--- config.mk ---
export PLATFORM = sky130hd
export DESIGN_NAME = mmio_gpio_port
export DESIGN_NICKNAME = d
export VERILOG_FILES = /design/src/rtl/gpio_port_pkg.sv /design/src/rtl/gpio_lane_map.sv /design/src/rtl/gpio_in_sync.sv /design/src/rtl/gpio_port_regs.sv /design/src/rtl/mmio_gpio_port.sv
export SDC_FILE = /design/constraint.sdc
export NUM_CORES = 1
export LEC_CHECK = 0
export BUFFER_PORTS_ARGS = -buffer_cell sky130_fd_sc_hd__buf_4
export CAP_MARGIN = 15
export CORE_ASPECT_RATIO = 1.2
export CORE_MARGIN = 3
export CORE_UTILIZATION = 55
export CTS_BUF_LIST = sky130_fd_sc_hd__clkbuf_4 sky130_fd_sc_hd__clkbuf_8
export DETAILED_ROUTE_END_ITERATION = 10
export GPL_ROUTABILITY_DRIVEN = 0
export HOLD_SLACK_MARGIN = 0.03
export PLACE_DENSITY = 0.86
export SKIP_CTS_REPAIR_TIMING = 1
export SLEW_MARGIN = 20
export SYNTH_ARGS = -nofsm -noshare
export SYNTH_HDL_FRONTEND = slang
export SYNTH_SLANG_ARGS = --single-unit
export TNS_END_PERCENT = 20
--- constraint.sdc ---
create_clock -name clk -period 1.7 [get_ports clk]
set_input_delay 0.34 -clock clk [delete_from_list [all_inputs] [get_ports clk]]
set_output_delay 0.34 -clock clk [all_outputs]
set_load 0.1 [all_outputs]
--- src/rtl/gpio_port_pkg.sv ---
package gpio_port_pkg;

  localparam int OUTM_DATA    = 0;
  localparam int OUTM_SETCLR  = 1;
  localparam int OUTM_SETONLY = 2;

  localparam int DIRM_NONE = 0;
  localparam int DIRM_OUT  = 1;
  localparam int DIRM_IN   = 2;

  typedef enum logic [1:0] {
    REG_DATA = 2'd0,
    REG_SET  = 2'd1,
    REG_CLR  = 2'd2,
    REG_DIR  = 2'd3
  } gpio_reg_e;

  // Source lane for bit b. Reversal and byte swap commute, so the mapping is
  // its own inverse and serves both directions.
  function automatic int lane_src(int b, int w, bit rev, bit swap);
    int r;
    r = b;
    if (rev) r = w - 1 - r;
    if (swap) r = 8 * ((w / 8) - 1 - (r / 8)) + (r % 8);
    return r;
  endfunction

endpackage

--- src/rtl/gpio_lane_map.sv ---
module gpio_lane_map #(
  parameter int W    = 32,
  parameter bit REV  = 1'b0,
  parameter bit SWAP = 1'b0
) (
  input  logic [W-1:0] src,
  output logic [W-1:0] dst
);
  import gpio_port_pkg::*;

  for (genvar b = 0; b < W; b++) begin : g_lane
    localparam int SRC_IDX = lane_src(b, W, REV, SWAP);
    assign dst[b] = src[SRC_IDX];
  end

endmodule

--- src/rtl/gpio_in_sync.sv ---
module gpio_in_sync #(
  parameter int W      = 32,
  parameter int STAGES = 2
) (
  input  logic         clk,
  input  logic         rst_n,
  input  logic [W-1:0] pad,
  output logic [W-1:0] sync
);
  logic [W-1:0] stg [STAGES];

  always_ff @(posedge clk or negedge rst_n) begin
    if (!rst_n) begin
      for (int i = 0; i < STAGES; i++) stg[i] <= '0;
    end else begin
      stg[0] <= pad;
      for (int i = 1; i < STAGES; i++) stg[i] <= stg[i-1];
    end
  end

  assign sync = stg[STAGES-1];

endmodule

--- src/rtl/gpio_port_regs.sv ---
module gpio_port_regs
  import gpio_port_pkg::*;
#(
  parameter int W        = 32,
  parameter int OUT_MODE = OUTM_SETCLR,
  parameter int DIR_MODE = DIRM_OUT,
  parameter bit SET_RD   = 1'b1,
  parameter bit LATCH_RB = 1'b0
) (
  input  logic      clk,
  input  logic      rst_n,
  input  logic      wr_en,
  input  gpio_reg_e addr,
  input  logic [W-1:0] wdata_pin,
  input  logic [W-1:0] sync_in,
  output logic [W-1:0] latch_q,
  output logic [W-1:0] oe,
  output logic [W-1:0] rd_pin
);
  localparam bit HAS_SET = (OUT_MODE != OUTM_DATA);
  localparam bit HAS_DIR = (DIR_MODE != DIRM_NONE);
  localparam logic [W-1:0] DIR_RST = (DIR_MODE == DIRM_IN) ? {W{1'b1}} : {W{1'b0}};

  logic [W-1:0] latch_d;
  logic [W-1:0] dir_q;
  logic [W-1:0] data_view;

  always_comb begin
    latch_d = latch_q;
    if (wr_en) begin
      case (addr)
        REG_DATA: if (OUT_MODE == OUTM_DATA) latch_d = wdata_pin;
        REG_SET: begin
          if (OUT_MODE == OUTM_SETCLR)       latch_d = latch_q | wdata_pin;
          else if (OUT_MODE == OUTM_SETONLY) latch_d = wdata_pin;
        end
        REG_CLR: if (OUT_MODE == OUTM_SETCLR) latch_d = latch_q & ~wdata_pin;
        default: ;
      endcase
    end
  end

  always_ff @(posedge clk or negedge rst_n) begin
    if (!rst_n) latch_q <= '0;
    else        latch_q <= latch_d;
  end

  if (HAS_DIR) begin : g_dir
    always_ff @(posedge clk or negedge rst_n) begin
      if (!rst_n)                          dir_q <= DIR_RST;
      else if (wr_en && addr == REG_DIR)   dir_q <= wdata_pin;
    end
  end else begin : g_nodir
    assign dir_q = DIR_RST;
  end

  if (DIR_MODE == DIRM_OUT) begin : g_oe_out
    assign oe = dir_q;
  end else if (DIR_MODE == DIRM_IN) begin : g_oe_in
    assign oe = ~dir_q;
  end else begin : g_oe_none
    assign oe = latch_q;
  end

  assign data_view = LATCH_RB ? ((oe & latch_q) | (~oe & sync_in)) : sync_in;

  always_comb begin
    rd_pin = '0;
    case (addr)
      REG_DATA: rd_pin = data_view;
      REG_SET:  if (HAS_SET && SET_RD) rd_pin = latch_q;
      REG_DIR:  if (HAS_DIR) rd_pin = dir_q;
      default:  rd_pin = '0;
    endcase
  end

  AST_SETCLR_SET_RAISES: assert property (@(posedge clk) disable iff (!rst_n)
    (OUT_MODE == OUTM_SETCLR && wr_en && addr == REG_SET) |=> ((latch_q & $past(wdata_pin)) == $past(wdata_pin)));
  AST_SETCLR_CLR_LOWERS: assert property (@(posedge clk) disable iff (!rst_n)
    (OUT_MODE == OUTM_SETCLR && wr_en && addr == REG_CLR) |=> ((latch_q & $past(wdata_pin)) == '0));
  AST_SETONLY_LOADS: assert property (@(posedge clk) disable iff (!rst_n)
    (OUT_MODE == OUTM_SETONLY && wr_en && addr == REG_SET) |=> (latch_q == $past(wdata_pin)));
  AST_DATA_LOADS: assert property (@(posedge clk) disable iff (!rst_n)
    (OUT_MODE == OUTM_DATA && wr_en && addr == REG_DATA) |=> (latch_q == $past(wdata_pin)));
  AST_IDLE_HOLDS: assert property (@(posedge clk) disable iff (!rst_n)
    !wr_en |=> ($stable(latch_q) && $stable(dir_q)));

endmodule

--- src/rtl/mmio_gpio_port.sv ---
module mmio_gpio_port
  import gpio_port_pkg::*;
#(
  parameter int REG_W          = 32,
  parameter int OUT_MODE       = OUTM_SETCLR,
  parameter int DIR_MODE       = DIRM_OUT,
  parameter bit BIT_REV        = 1'b0,
  parameter bit BYTE_SWAP      = 1'b0,
  parameter bit SET_READABLE   = 1'b1,
  parameter bit LATCH_READBACK = 1'b0
) (
  input  logic             clk,
  input  logic             rst_n,
  input  logic             bus_sel,
  input  logic             bus_we,
  input  logic [1:0]       bus_addr,
  input  logic [REG_W-1:0] bus_wdata,
  output logic [REG_W-1:0] bus_rdata,
  input  logic [REG_W-1:0] pad_in,
  output logic [REG_W-1:0] pad_out,
  output logic [REG_W-1:0] pad_oe
);
  localparam bit SWAP_EN = BYTE_SWAP && (REG_W == 16 || REG_W == 32);

  logic             wr_en, rd_en;
  gpio_reg_e        addr_e;
  logic [REG_W-1:0] wdata_pin, sync_in, latch_q, rd_pin, rd_bus;

  assign wr_en  = bus_sel & bus_we;
  assign rd_en  = bus_sel & ~bus_we;
  assign addr_e = gpio_reg_e'(bus_addr);

  gpio_lane_map #(.W(REG_W), .REV(BIT_REV), .SWAP(SWAP_EN)) u_map_wr (
    .src(bus_wdata), .dst(wdata_pin)
  );

  gpio_in_sync #(.W(REG_W), .STAGES(2)) u_sync (
    .clk(clk), .rst_n(rst_n), .pad(pad_in), .sync(sync_in)
  );

  gpio_port_regs #(
    .W(REG_W), .OUT_MODE(OUT_MODE), .DIR_MODE(DIR_MODE),
    .SET_RD(SET_READABLE), .LATCH_RB(LATCH_READBACK)
  ) u_regs (
    .clk(clk), .rst_n(rst_n), .wr_en(wr_en), .addr(addr_e),
    .wdata_pin(wdata_pin), .sync_in(sync_in),
    .latch_q(latch_q), .oe(pad_oe), .rd_pin(rd_pin)
  );

  gpio_lane_map #(.W(REG_W), .REV(BIT_REV), .SWAP(SWAP_EN)) u_map_rd (
    .src(rd_pin), .dst(rd_bus)
  );

  always_ff @(posedge clk or negedge rst_n) begin
    if (!rst_n)     bus_rdata <= '0;
    else if (rd_en) bus_rdata <= rd_bus;
  end

  assign pad_out = latch_q;

  AST_RDATA_HOLDS: assert property (@(posedge clk) disable iff (!rst_n)
    !rd_en |=> $stable(bus_rdata));
  AST_CLR_READS_ZERO: assert property (@(posedge clk) disable iff (!rst_n)
    (rd_en && addr_e == REG_CLR) |=> (bus_rdata == '0));
  AST_DIR_SETS_OE: assert property (@(posedge clk) disable iff (!rst_n)
    (DIR_MODE != DIRM_NONE && wr_en && addr_e == REG_DIR) |=>
      (pad_oe == ((DIR_MODE == DIRM_OUT) ? $past(wdata_pin) : ~$past(wdata_pin))));

endmodule

* After elaboration in Yosys (flattened, before gate mapping)
Cells that the tools add are included.
Storage, ports and cells: register bits 160, bits of input ports 70, word-level logic and storage cells 20
Cells by class: equal/unequal tests 3, muxes and demuxes 2, bitwise logic cells 6, reduce and logical (&&, ||, !) cells 4
Operators with widths (number):
- $pmux 32 s3 | 1
- $pmux 32 s2 | 1
- $and 32x32->32 | 1
- $not 32->32 | 1
- $or 32x32->32 | 1
- $eq 2x2->1 const B | 2
- $and 1x1->1 | 2
- $eq 2x1->1 const B | 1
- $logic_not 2->1 | 1
- $reduce_and 2->1 | 1
- $reduce_bool 2->1 | 1
- $logic_and 1x1->1 | 1
- $not 1->1 | 1

* Longest topological paths before layout
depth in word-level cells 3, depth in mapped cells 6, mapped depth without buffers 4

* By module
From an unflattened synthesis, not the netlist that was laid out.
Second synthesis, totals: cells, all modules 494, area, all modules 6762.7 um2
Modules (own cells, without submodules):
- gpio_port_regs | instances 1, cells an instance 264, area each 3074.2 um2, seq. area each 1601.5 um2
- gpio_in_sync | instances 1, cells an instance 96, area each 1841.8 um2, seq. area each 1601.5 um2
- mmio_gpio_port | instances 1, cells an instance 70, area each 1366.3 um2, seq. area each 800.8 um2
- gpio_lane_map | instances 2, cells an instance 32, area each 240.2 um2, seq. area each 0.0 um2

* Least setup slack after synthesis
No wires, ideal clock.
kind input-to-reg, start point in bus_addr[0], end point reg u_regs.dir_q[17], in the netlist u_regs.oe[17], library setup time 0.126 ns, arrival time 1.343 ns, data required time 1.574 ns, path slack 0.232 ns, stages on the path 5, buffers on the path 2, cells stage by stage ha_1 clkbuf_2 nand3_1 buf_2 mux2_2
On the way: longest elaborated chain between the ends 2
Ends and longest elaborated chain:
- from (decl) | line mmio_gpio_port.sv:16 | input logic [1:0] bus_addr,
- $eq 2x2->1 | line gpio_port_regs.sv:51 | else if (wr_en && addr == REG_DIR) dir_q <= wdata_pin;
- $logic_and 1x1->1 | line gpio_port_regs.sv:51
- to (signal assigned) | line gpio_port_regs.sv:51
- to (decl) | line gpio_port_regs.sv:25 | logic [W-1:0] dir_q;
No other way between the ends. A chain may end at the register's enable or synchronous reset.

* Worst setup path in the final report
start point reg u_regs.dir_q[20], in the netlist u_regs.oe[20], end point out pad_oe[20]
RTL lines:
- to (decl) | line mmio_gpio_port.sv:21 | output logic [REG_W-1:0] pad_oe
No word-level cell between the ends.

==> results.tsv <==
metric	value	unit
status	complete, no violations	
RSZ-0062 raised after global routing	false	
Synth warnings	0	
via count	4501	
switching pwr	5823	uW
worst setup path startpoint	u_regs.oe[20]	
Initial Util	56.84	%
worst path required time	1.36	ns
P_leak	0.004067	uW
Seq/Total Area, Yosys	66.33	%
Rows	41	
area taken by multi-input logic gates	1747	um2
CTS root buf	clkbuf_8	
kind of critical path	reg2out	
Buf+Inv Stages, Crit Path	1	
Largest stage delay, worst path	0.42	ns
die area	12270	um2
clock-pin slew on the worst setup and hold paths	0.09	ns
Sw Ratio	46.54	%
Top Ports	166	
skew final	0.01071	ns
Pre-antenna DRT Iters	6	
vias in the first global route	4506	
nets	674	
Unique masters post-synth	18	
Max IR drop VDD	1.168	mV
Logic pwr share	41.6	%
actual slew at the worst max-slew pin	0.4889	ns
Ant. Diodes	0	
Pint	6689	uW
max_slew headroom	67.41	%
Max clock buf depth	2	
Max Clk Rate	662.5	MHz
slowest stage cell, crit path	dfrtp_1	
reg-to-reg endpoint	bus_rdata[11]	
Num CTS Buffers	17	
hold crit path type	in2reg	
Gate Count Post-Synth	395	
number of max-cap violations	0	
final setup fails	0	
Hold EP	u_regs.oe[2]	
DRC viols	0	
cell area after synthesis	6036	um2
WHS	0.1242	ns
CP cell instances	buf_4	
Clk network pwr share	20.3	%
Flop pwr share	38.2	%
R2R Setup Slk	0.62	ns
TritonCTS clock tree	built	
Top Family by Delay on Critical Path	flip-flops	
Post-Syn Nets	469	
share of cells above drive strength 1	43.72	%
register area	4004	um2
Synth Area per Inst	15.28	um2
first-pass GRT wire length	24500	um
clock sink count	160	
DRT iter0 DRCs	483	
clk_lat worst skew	0.43	ns
CORE AREA	10620	um2
Crit. End Element	output port	
vias per cell	6.066	
final hold violations	0	
largest net degree at the start of global routing	49	
placed cell count	677	
Final Non-Filler Cells	742	
Area Growth Syn to Fin	36.38	%
Hold Path Depth	2	
ANT nets after route	0	
initial antenna violation count	0	
fill cell count	631	
Slew Limit Fails	0	
total power	12510	uW
hold path start	bus_wdata[2]	
total track usage	26.54	%
DR WL/cell	22.44	um
worst-path maximum fanout	3	
setup_tns	0	ns
RR Startpoint	u_regs.oe[11]	
Die Ht	120.8	um
DRT Wirelength	16650	um
Data arrival, critical path	1.17	ns
Chip Width	101.6	um
htree depth	4	
Period minus WS final	1.509	ns
FF-to-FF path depth	2	
Startpoint Class	register	
Tcrit/Tclk final	88.79	%
Yosys reg bits	160	
post-DP HPWL	10340	um
PD cells	1520	nW/um2
PortBufs	165	
GR Overflow Total	0	
power by group through the flow:
stage / Combinational, uW / Sequential [uW] / Clock (uW)
CTS: 5140 / 4760 / 2590
global placement: 5070 / 4800 / 0
global route: 5340 / 4820 / 2760
detailed placement: 5140 / 4820 / 0
finish: 5200 / 4780 / 2540
floorplan: 684 / 7930 / 0
stage by stage:
stage	util, %	setup slack (ns)	area, um2
after floorplan	-	0.2315	6036
after global placement	70.96	0.006193	7535
after detailed placement	70.96	-0.03687	7535
after CTS	74.41	0.1688	7901
after global routing	77.52	0.1248	8232
final	77.52	0.1905	8232
cell families after synthesis:
kind of cell / synth area share, %
AO/OA/AOI/OAI: 13.06
adder cells (fa/ha/maj): 0.8292
buffers and inverters: 4.851
flip-flops: 66.33
multiplexers: 11.28
AND/OR/NAND/NOR: 3.648
final cells by class:
type	instances	area share, %
sequential	160	48.64
timing repair buffer	220	22.18
multi-input combinational	167	21.22
clock buffer	24	3.785
tap	129	1.961
inverter	34	1.550
clock inverter	8	0.6688
worst max-delay path by stage:
| stage | cells past startpoint | slack, ns | to |
|---|---|---|---|
| 2_1_floorplan | 5 | 0.23 | u_regs.oe[17] |
| 5_1_grt | 1 | 0.12 | bus_rdata[27] |
| 6_report | 1 | 0.19 | pad_oe[20] |
| 4_1_cts | 1 | 0.17 | bus_rdata[26] |
| 3_5_place_dp | 6 | -0.04 | bus_rdata[0] |
| 3_3_place_gp | 6 | 0.006 | bus_rdata[0] |
metal layers:
metal  GRT usage [%]  vias to the layer above  routed length [um]
li1                -                     1884                   -
met1           35.90                     2272                6344
met2           42.02                      305                8507
met3           6.636                       40                1393
met4           9.061                        0                 406
met5               0                        -                   0
placed cells by master (no fill, tap or decap):
cell type,netlist,final
inv_6,0,1
o2bb2ai_1,2,2
clkinvlp_4,0,3
o2bb2ai_2,30,30
mux2_2,16,16
buf_6,3,1
buf_4,1,179
dfrtp_1,160,160
mux2i_1,32,32
a222oi_1,32,32
nand2b_2,0,1
nand4_1,32,32
inv_1,34,34
or3b_2,0,1
ha_1,4,4
clkbuf_8,0,21
buf_12,0,7
clkinv_4,0,1
clkinv_2,0,3
mux2_1,16,16
nand3_2,0,1
dlygate4sd3_1,0,33
clkbuf_4,0,3
cells in the mapped netlist:
cell type	instances	area, um2
a222oi_1	32	320.3
buf_2	8	40.04
buf_4	1	7.510
buf_6	3	33.78
clkbuf_1	21	78.83
clkbuf_2	1	5.000
dfrtp_1	160	4004
ha_1	4	50.05
inv_1	34	127.6
mux2_1	16	180.2
mux2_2	16	180.2
mux2i_1	32	320.3
nand2b_1	1	6.260
nand3_1	1	5.000
nand4_1	32	200.2
o2bb2ai_1	2	17.52
o2bb2ai_2	30	450.4
or3b_1	1	8.760
Note: power is estimated with default switching activity, not from simulation.
